===== src/rtl/dar_pkg.sv =====
package dar_pkg;
  localparam int unsigned DAR_NCH     = 8;
  localparam int unsigned DAR_CASCADE = 4;
  localparam int unsigned DAR_CHW     = $clog2(DAR_NCH);
  typedef logic [DAR_CHW-1:0] dar_ch_t;
endpackage


===== src/rtl/dar_chan_track.sv =====
module dar_chan_track #(
  parameter int unsigned NCH     = 8,
  parameter int unsigned CASCADE = 4,
  localparam int unsigned CHW    = $clog2(NCH)
) (
  input  logic           clk,
  input  logic           rst_n,
  input  logic [NCH-1:0] dack_n,
  output logic           act_valid,
  output logic [CHW-1:0] act_ch
);
  localparam logic [NCH-1:0] CAS_MASK = NCH'(1) << CASCADE;

  logic [NCH-1:0] dack_q;
  logic [NCH-1:0] falls;
  logic [NCH-1:0] rises;
  logic [CHW-1:0] pick;
  logic           upd_en;
  logic           valid_d;
  logic [CHW-1:0] ch_d;

  // edge detection on the acknowledge lines, cascade excluded from falls
  always_comb begin
    falls = dack_q & ~dack_n & ~CAS_MASK;
    rises = ~dack_q & dack_n;
  end

  // lowest-numbered falling line wins
  always_comb begin
    pick = '0;
    for (int i = NCH - 1; i >= 0; i--) begin
      if (falls[i]) pick = CHW'(i);
    end
  end

  always_comb begin
    valid_d = act_valid;
    ch_d    = act_ch;
    upd_en  = 1'b0;
    if (|falls) begin
      valid_d = 1'b1;
      ch_d    = pick;
      upd_en  = 1'b1;
    end else if (act_valid && rises[act_ch]) begin
      valid_d = 1'b0;
      upd_en  = 1'b1;
    end
  end

  always_ff @(posedge clk or negedge rst_n) begin
    if (!rst_n) begin
      dack_q <= '1;
    end else begin
      dack_q <= dack_n;
    end
  end

  always_ff @(posedge clk or negedge rst_n) begin
    if (!rst_n) begin
      act_valid <= 1'b0;
      act_ch    <= '0;
    end else if (upd_en) begin
      act_valid <= valid_d;
      act_ch    <= ch_d;
    end
  end

  AST_LOWEST_WINS: assert property (@(posedge clk) disable iff (!rst_n)
    falls[0] |=> (act_valid && act_ch == '0));

  AST_HELD_RELEASE: assert property (@(posedge clk) disable iff (!rst_n)
    (act_valid && rises[act_ch] && falls == '0) |=> !act_valid);

  AST_QUIET_HOLDS: assert property (@(posedge clk) disable iff (!rst_n)
    (falls == '0 && !(act_valid && rises[act_ch])) |=> ($stable(act_valid) && $stable(act_ch)));

  AST_CASCADE_UNTRACKED: assert property (@(posedge clk) disable iff (!rst_n)
    !(act_valid && act_ch == CHW'(CASCADE)));
endmodule


===== src/rtl/dar_page_file.sv =====
module dar_page_file #(
  parameter int unsigned NCH  = 8,
  parameter int unsigned PGW  = 8,
  parameter int unsigned OFFW = 16,
  localparam int unsigned CHW  = $clog2(NCH),
  localparam int unsigned BANK = NCH / 2,
  localparam int unsigned BW   = $clog2(BANK),
  localparam int unsigned AW   = PGW + OFFW
) (
  input  logic            clk,
  input  logic            rst_n,
  input  logic            pg_we,
  input  logic [CHW-1:0]  pg_addr,
  input  logic [PGW-1:0]  pg_wdata,
  input  logic            act_valid,
  input  logic [CHW-1:0]  act_ch,
  input  logic [OFFW-1:0] mem_off,
  output logic [AW-1:0]   mem_addr
);
  // byte bank keeps full pages, word bank keeps only the bits it uses
  logic [BANK-1:0][PGW-1:0] pg_byte;
  logic [BANK-1:0][PGW-2:0] pg_word;
  logic [BANK-1:0]          we_byte;
  logic [BANK-1:0]          we_word;
  logic [BW-1:0]            sel;
  logic                     is_word;
  logic [AW-1:0]            byte_addr;
  logic [AW-1:0]            word_addr;

  always_comb begin
    for (int j = 0; j < int'(BANK); j++) begin
      we_byte[j] = pg_we && !pg_addr[CHW-1] && (pg_addr[BW-1:0] == BW'(j));
      we_word[j] = pg_we &&  pg_addr[CHW-1] && (pg_addr[BW-1:0] == BW'(j));
    end
  end

  always_ff @(posedge clk or negedge rst_n) begin
    if (!rst_n) begin
      pg_byte <= '0;
      pg_word <= '0;
    end else begin
      for (int j = 0; j < int'(BANK); j++) begin
        if (we_byte[j]) pg_byte[j] <= pg_wdata;
        if (we_word[j]) pg_word[j] <= pg_wdata[PGW-1:1];
      end
    end
  end

  always_comb begin
    sel       = act_ch[BW-1:0];
    is_word   = act_ch[CHW-1];
    byte_addr = {pg_byte[sel], mem_off};
    word_addr = {pg_word[sel], mem_off, 1'b0};
    if (!act_valid) begin
      mem_addr = '0;
    end else if (is_word) begin
      mem_addr = word_addr;
    end else begin
      mem_addr = byte_addr;
    end
  end

  AST_WORD_ALIGNED: assert property (@(posedge clk) disable iff (!rst_n)
    (act_valid && act_ch[CHW-1]) |-> !mem_addr[0]);

  AST_BYTE_OFFSET: assert property (@(posedge clk) disable iff (!rst_n)
    (act_valid && !act_ch[CHW-1]) |-> (mem_addr[OFFW-1:0] == mem_off));
endmodule


===== src/rtl/dar_eop_fanout.sv =====
module dar_eop_fanout #(
  parameter int unsigned NCH  = 8,
  localparam int unsigned CHW = $clog2(NCH)
) (
  input  logic           clk,
  input  logic           rst_n,
  input  logic           ctl_eop,
  input  logic [NCH-1:0] eop_en,
  input  logic           act_valid,
  input  logic [CHW-1:0] act_ch,
  output logic [NCH-1:0] bus_eop
);
  logic           cur_eop;
  logic [NCH-1:0] eop_d;

  always_ff @(posedge clk or negedge rst_n) begin
    if (!rst_n) begin
      cur_eop <= 1'b0;
    end else begin
      cur_eop <= ctl_eop;
    end
  end

  for (genvar g = 0; g < int'(NCH); g++) begin : g_lane
    always_comb begin
      eop_d[g] = cur_eop && act_valid && (act_ch == CHW'(g)) && eop_en[g];
    end

    always_ff @(posedge clk or negedge rst_n) begin
      if (!rst_n) begin
        bus_eop[g] <= 1'b0;
      end else begin
        bus_eop[g] <= eop_d[g];
      end
    end
  end

  AST_EOP_ONEHOT: assert property (@(posedge clk) disable iff (!rst_n)
    $onehot0(bus_eop));

  AST_EOP_TARGET: assert property (@(posedge clk) disable iff (!rst_n)
    (bus_eop != '0) |-> ($past(act_valid) && bus_eop[$past(act_ch)]));

  AST_EOP_NEEDS_FLAG: assert property (@(posedge clk) disable iff (!rst_n)
    !cur_eop |=> (bus_eop == '0));
endmodule


===== src/rtl/dma_ack_router.sv =====
module dma_ack_router
  import dar_pkg::*;
#(
  parameter int unsigned NCH     = DAR_NCH,
  parameter int unsigned CASCADE = DAR_CASCADE,
  parameter int unsigned PGW     = 8,
  parameter int unsigned OFFW    = 16,
  parameter int unsigned DW      = 8,
  localparam int unsigned CHW    = $clog2(NCH),
  localparam int unsigned AW     = PGW + OFFW
) (
  input  logic            clk,
  input  logic            rst_n,
  input  logic [NCH-1:0]  dack_n,
  output logic            hold_ack,
  input  logic            pg_we,
  input  logic [CHW-1:0]  pg_addr,
  input  logic [PGW-1:0]  pg_wdata,
  input  logic [OFFW-1:0] mem_off,
  input  logic            mem_rd_req,
  input  logic            mem_wr_req,
  input  logic [DW-1:0]   mem_rdata_i,
  output logic [AW-1:0]   mem_addr,
  output logic            mem_rd_en,
  output logic            mem_wr_en,
  output logic [DW-1:0]   dma_rdata,
  input  logic            ctl_eop,
  input  logic [NCH-1:0]  eop_en,
  output logic [NCH-1:0]  bus_eop,
  output logic            act_valid,
  output logic [CHW-1:0]  act_ch
);
  localparam logic [DW-1:0] IDLE_RD = {DW{1'b1}};

  logic [1:0] rst_sync;
  logic       rst_sn;

  // asynchronous assert, synchronous release
  always_ff @(posedge clk or negedge rst_n) begin
    if (!rst_n) begin
      rst_sync <= '0;
    end else begin
      rst_sync <= {rst_sync[0], 1'b1};
    end
  end
  assign rst_sn = rst_sync[1];

  assign hold_ack = ~dack_n[CASCADE];

  dar_chan_track #(.NCH(NCH), .CASCADE(CASCADE)) u_track (
    .clk       (clk),
    .rst_n     (rst_sn),
    .dack_n    (dack_n),
    .act_valid (act_valid),
    .act_ch    (act_ch)
  );

  dar_page_file #(.NCH(NCH), .PGW(PGW), .OFFW(OFFW)) u_pages (
    .clk       (clk),
    .rst_n     (rst_sn),
    .pg_we     (pg_we),
    .pg_addr   (pg_addr),
    .pg_wdata  (pg_wdata),
    .act_valid (act_valid),
    .act_ch    (act_ch),
    .mem_off   (mem_off),
    .mem_addr  (mem_addr)
  );

  dar_eop_fanout #(.NCH(NCH)) u_eop (
    .clk       (clk),
    .rst_n     (rst_sn),
    .ctl_eop   (ctl_eop),
    .eop_en    (eop_en),
    .act_valid (act_valid),
    .act_ch    (act_ch),
    .bus_eop   (bus_eop)
  );

  // neutralise accesses while the bus has no owner
  always_comb begin
    mem_rd_en = mem_rd_req && act_valid;
    mem_wr_en = mem_wr_req && act_valid;
    dma_rdata = act_valid ? mem_rdata_i : IDLE_RD;
  end

  AST_IDLE_QUIET: assert property (@(posedge clk) disable iff (!rst_sn)
    !act_valid |-> (!mem_rd_en && !mem_wr_en && dma_rdata == IDLE_RD));

  AST_EOP_NEEDS_OWNER: assert property (@(posedge clk) disable iff (!rst_sn)
    (bus_eop != '0) |-> $past(act_valid));
endmodule


===== config.mk =====
export PLATFORM = sky130hd
export DESIGN_NAME = dma_ack_router
export DESIGN_NICKNAME = d
export VERILOG_FILES = /design/src/rtl/dar_pkg.sv /design/src/rtl/dar_chan_track.sv /design/src/rtl/dar_page_file.sv /design/src/rtl/dar_eop_fanout.sv /design/src/rtl/dma_ack_router.sv
export SDC_FILE = /design/constraint.sdc
export NUM_CORES = 1
export LEC_CHECK = 0
export BUFFER_PORTS_ARGS = -buffer_cell sky130_fd_sc_hd__buf_4
export CAP_MARGIN = 5
export CORE_UTILIZATION = 45
export DETAILED_ROUTE_END_ITERATION = 7
export GPL_TIMING_DRIVEN = 0
export PLACE_DENSITY = 0.74
export SYNTH_ARGS = -nofsm -noshare
export SYNTH_HDL_FRONTEND = slang
export SYNTH_SLANG_ARGS = --single-unit

===== constraint.sdc =====
create_clock -name clk -period 7.35 [get_ports clk]
set_input_delay 0.3675 -clock clk [delete_from_list [all_inputs] [get_ports clk]]
set_output_delay 0.3675 -clock clk [all_outputs]
set_load 0.02 [all_outputs]

==> Word level (Yosys, flattened, before mapping) <==
Cells that the tools add are included.
{ "totals": {"elab_cells": 95, "regBits": 83, "input_bits": 57, "output_inout_bits": 47} }
{ "classes": {"n_eq_ne": 10, "n_mux": 20, "order_cmp": 2, "bitwise": 5, "reduce_logical": 37} }
{ "ops": {"columns": ["cell", "n"], "rows": [
  ["2-to-1 mux 24 bit", 2],
  ["logical AND 1 bit", 30],
  ["2-to-1 mux 3 bit", 7],
  ["AND 8 bit", 2],
  ["binary-select mux 8 bit (select 2 bit)", 1],
  ["2-to-1 mux 8 bit", 2],
  ["inverter 8 bit", 2],
  ["binary-select mux 7 bit (select 2 bit)", 1],
  ["== test 3 bit (second input constant)", 4],
  ["2-to-1 mux 7 bit", 1],
  ["OR reduction 7 bit", 1],
  ["== test 3 x 2 -> 1 bit (second input constant)", 2],
  ["2-to-1 mux 1 bit", 5],
  ["== test 2 bit (second input constant)", 2],
  ["less-than comparator 3 x 4 -> 1 bit (second input constant)", 1],
  ["AND reduction 2 bit", 2],
  ["binary-select mux 1 bit (select 3 bit)", 1],
  ["== test 3 x 1 -> 1 bit (second input constant)", 1],
  ["zero test 3 bit", 1],
  ["less-than comparator 2 x 3 -> 1 bit (second input constant)", 1],
  ["== test 2 x 1 -> 1 bit (second input constant)", 1],
  ["zero test 2 bit", 1],
  ["nonzero test 2 bit", 1],
  ["zero test 1 bit", 1],
  ["inverter 1 bit", 1]
]} }

==> Depth between registers and ports, before layout <==
{ "depth": {"word_depth": 9, "mapped_depth": 6, "depth_no_buf": 4} }

==> Hierarchy <==
Synthesis repeated with hierarchy kept, for this count alone.
{ "hier_totals": {"cells_unflattened": 286, "hier_area_um2": 4055.1} }
{ "by_module_without_submodules": {"columns": ["module", "seq_area_each_um2", "area_each_um2", "n_inst", "cells_each"], "rows": [
  ["dar_page_file", 1501.4, 3051.7, 1, 199],
  ["dar_chan_track", 310.3, 568.0, 1, 51],
  ["dar_eop_fanout", 225.2, 315.3, 1, 22],
  ["dma_ack_router", 50.0, 120.1, 1, 14]
]} }

==> Worst setup path before layout <==
OpenSTA, ideal clock, no wires.
{ "synth_path": {"kind": "flip-flop to output port", "from": "register u_track.act_ch[0]", "to": "output mem_addr[19]", "arrival_ns": 1.497, "path_stages_with_launch": 5, "path_buffers": 1, "setup_slack_ns": 5.486, "required_time_ns": 6.983, "path_cell_list": "dfrtp_1 buf_2 mux4_2 mux2i_1 nor2b_1"} }
{ "synth_via": {"elab_chain_len": 4} }
{ "synth_lines": {"columns": ["element", "line_no", "source"], "rows": [
  ["from (decl)", "dar_chan_track.sv:10", "output logic [CHW-1:0] act_ch"],
  ["from (signal assigned)", "dar_chan_track.sv:64", "act_ch <= ch_d;"],
  ["binary-select mux 8 bit (select 2 bit) / binary-select mux 7 bit (select 2 bit) (equally long branches)", "dar_page_file.sv:52, dar_page_file.sv:53", null],
  ["2-to-1 mux 8 bit (not written as such) / 2-to-1 mux 7 bit (equally long branches)", "dar_page_file.sv:52, dar_page_file.sv:53", null],
  ["2-to-1 mux 24 bit (*)", "dar_page_file.sv:56", "end else if (is_word) begin"],
  ["2-to-1 mux 24 bit (*)", "dar_page_file.sv:54", "if (!act_valid) begin"],
  ["to (decl)", "dma_ack_router.sv:23", "output logic [AW-1:0] mem_addr,"]
]} }
Mark *: on every way between the ends. The rest lies on a longest branch, timed or not. The select of a mux whose other input is x is not followed.

==> Final worst setup path <==
{ "layout_path": {"from": "register u_track.act_ch[0]", "to": "output mem_addr[22]"} }
Same word-level chain as after synthesis.

==> reports/metrics.yaml <==
status: "complete, no violations"
synth-main-ff-cell: "dfrtp_1"
max-vdd-ir-drop_mv: 0.136
die_h_um: 97.0
p_leak_nw: 2.34
synth.area.top_cells: "dfrtp_1 46%, mux2_2 17%, mux4_2 8.3%"
cellPowerDensity_nw_per_um2: 244
synth-warning-count: 0
ys_ff_latch: 83
synth_area_um2: 4060
reg2reg_depth: 6
die_x_um: 97.0
seq_area_um2: 2090
fin_worst_skew_ns: 0.0101
n_fill_cell: 719
dp_slack_ns: 5.36
rr_startpoint: "u_track.act_ch[1]"
dp.cells: 506
vias: 2772
first_pass_iters: 4
min_path_type: "in2reg"
first_iter_violations: 145
gp_congestion: 0.768
grt_max_degree: 55
postCtsSetupBuffers: 0
async_flop_share: 1.00
antenna_found_initial: 0
syn_inst: 298
fin_total_pwr_mw: 1.26
wl_per_cell_um: 16.8
placed_cell_area_um2: 4970
grt.total_usage: 0.197
holdWs_ns: 0.127
core.rowCount: 34
drc: 0
worst_slew_pin_slew_ns: 0.717
fin_nets: 467
pin_count: 104
syn_to_final_growth_pct: 27.7
hold_viol: 0
worstPathMaxFanout: 10
cts_tree: "yes"
setup_ws_ns: 4.99
synth_top_area_share: 0.463
synth_nets: 355
drv_cap: 0
slew_viol_final: 0
finalSetupViolCount: 0
cts.path.max_buffers: 2
syn_avg_cell_area_um2: 13.6
post-synth-top-count-cell: "dfrtp_1"
vias_per_cell: 5.30
post_cts_resize_count: 0
drive_gt1_frac: 0.525
io_buffers: 99
worst-endpoint-required_ns: 6.98
htreeDepth: 3
yosysTopAreaCell: "dfrtp_1"
rsz0062_at_grt: "no"
crit_start: "u_track.act_ch[0]"
numClockSinks: 83
period_needed_ns: 2.36
antenna_left: 0
setup-tns-final_ns: 0
fin_crit_sh: 0.321
grt_pass1_wl_um: 14400
multiInputGateArea_um2: 1860
netlist-cell-type-count: 36
utilization: 0.594
crit_path_start_kind: "register"
clk_latency_ns: 0.35
seq_area_frac_synth: 0.514
synth_enable_flop_cells: 0
floorplan.initialDensity: 0.465
fmaxAchievable_ghz: 0.424
die_area_um2: 9400
clk_pin_slew_ns: 0.08
gr-total-overflow: 0
crit_type: "reg2out"
synth_common_cells: "75 x dfrtp_1, 60 x mux2_2, 26 x nor2b_1"
endpoint_kind: "primary output"
r2r_slack_ns: 5.76
r2r_end: "u_track.act_valid"
root_buffer: "clkbuf_8"
core_region_area_um2: 8720
slew-limit-headroom: 0.520
crit_end: "mem_addr[22]"
routed_wl_um: 8770
first_global_vias: 2896
crit_arrival_ns: 1.99
dp_hpwl_um: 6220
diodes: 0
design_area_um2: 5180
fin_cells: 523
cts_buffers: 9
power breakdown:
part | total (mW) | internal, mW | switching [mW] | leakage [nW]
Combinational | 0.354 | 0.196 | 0.159 | 1.25
Clock | 0.333 | 0.175 | 0.158 | 0.0986
Sequential | 0.578 | 0.537 | 0.0409 | 0.995
worst max-delay path: stages (launching register included):
cell,delay (ns)
dfrtp_1,0.42
buf_4,0.28
mux4_2,0.55
mux2i_1,0.16
nor2b_1,0.08
buf_4,0.16
sequential cells by signal (all words and copies together), names as in the netlist:
signal / cells
u_track.act_valid: 1
u_track.dack_q: 8
u_eop.bus_eop: 8
u_pages.pg_byte: 32
rst_sync: 2
u_eop.cur_eop: 1
u_pages.pg_word: 28
u_track.act_ch: 3
repair_timing:
item / CTS / global route
endpoints found under the hold margin: 2 / 0
setup endpoints to repair: 0 / 0
hold buffers: 1 / 0
per-layer routing:
| metal | GRT usage | share of wire | up-vias |
|---|---|---|---|
| met3 | 0.0390 | 0.049 | 12 |
| li1 | - | - | 1300 |
| met4 | 0.0827 | 0.019 | 0 |
| met1 | 0.244 | 0.42 | 1379 |
| met2 | 0.338 | 0.51 | 81 |
| met5 | 0 | 0 | - |
placed cells by master (no fill, tap or decap), types with 3 or more instances in the layout:
cell type,netlist,layout
clkbuf_8,0,11
nand2b_1,14,14
nor4_1,3,3
and3_1,3,3
dfrtp_1,75,74
buf_2,10,10
inv_1,6,6
clkbuf_1,3,4
mux2i_1,23,23
mux4_2,15,15
mux2_2,60,60
nor2_1,9,9
nor2b_1,26,26
nand2_1,8,8
dfstp_2,8,8
nand4b_1,3,3
a21oi_1,3,3
nor3_1,3,3
buf_4,2,101
cells by family after synthesis:
group / count (synthesis) / synth area share
compound gates: 12 / 0.0219
buf+inv: 22 / 0.0271
flops: 83 / 0.514
mux: 98 / 0.307
other cells: 1 / 0.000924
simple gates: 82 / 0.129
worst min path at each step:
| stage | start | to | slack (ns) | cells after the start |
|---|---|---|---|---|
| 2_1_floorplan | rst_n | rst_sync[0] | 0.07 | 0 |
| 3_3_place_gp | rst_n | rst_sync[0] | 0.15 | 1 |
| 3_5_place_dp | rst_n | rst_sync[0] | 0.15 | 1 |
| 4_1_cts | ctl_eop | u_eop.cur_eop | 0.11 | 1 |
| 5_1_grt | ctl_eop | u_eop.cur_eop | 0.10 | 1 |
| 6_report | ctl_eop | u_eop.cur_eop | 0.13 | 1 |
area by class of cell:
type                            instances  share of cell area
Tap cell                              108              0.0261
Inverter                                6             0.00435
Clock inverter                          4             0.00966
Multi-Input combinational cell        193               0.359
Buffer                                 16              0.0169
Clock buffer                           12              0.0299
Timing Repair Buffer                  101               0.151
Sequential cell                        83               0.403
(Power assumes the default switching activity.)
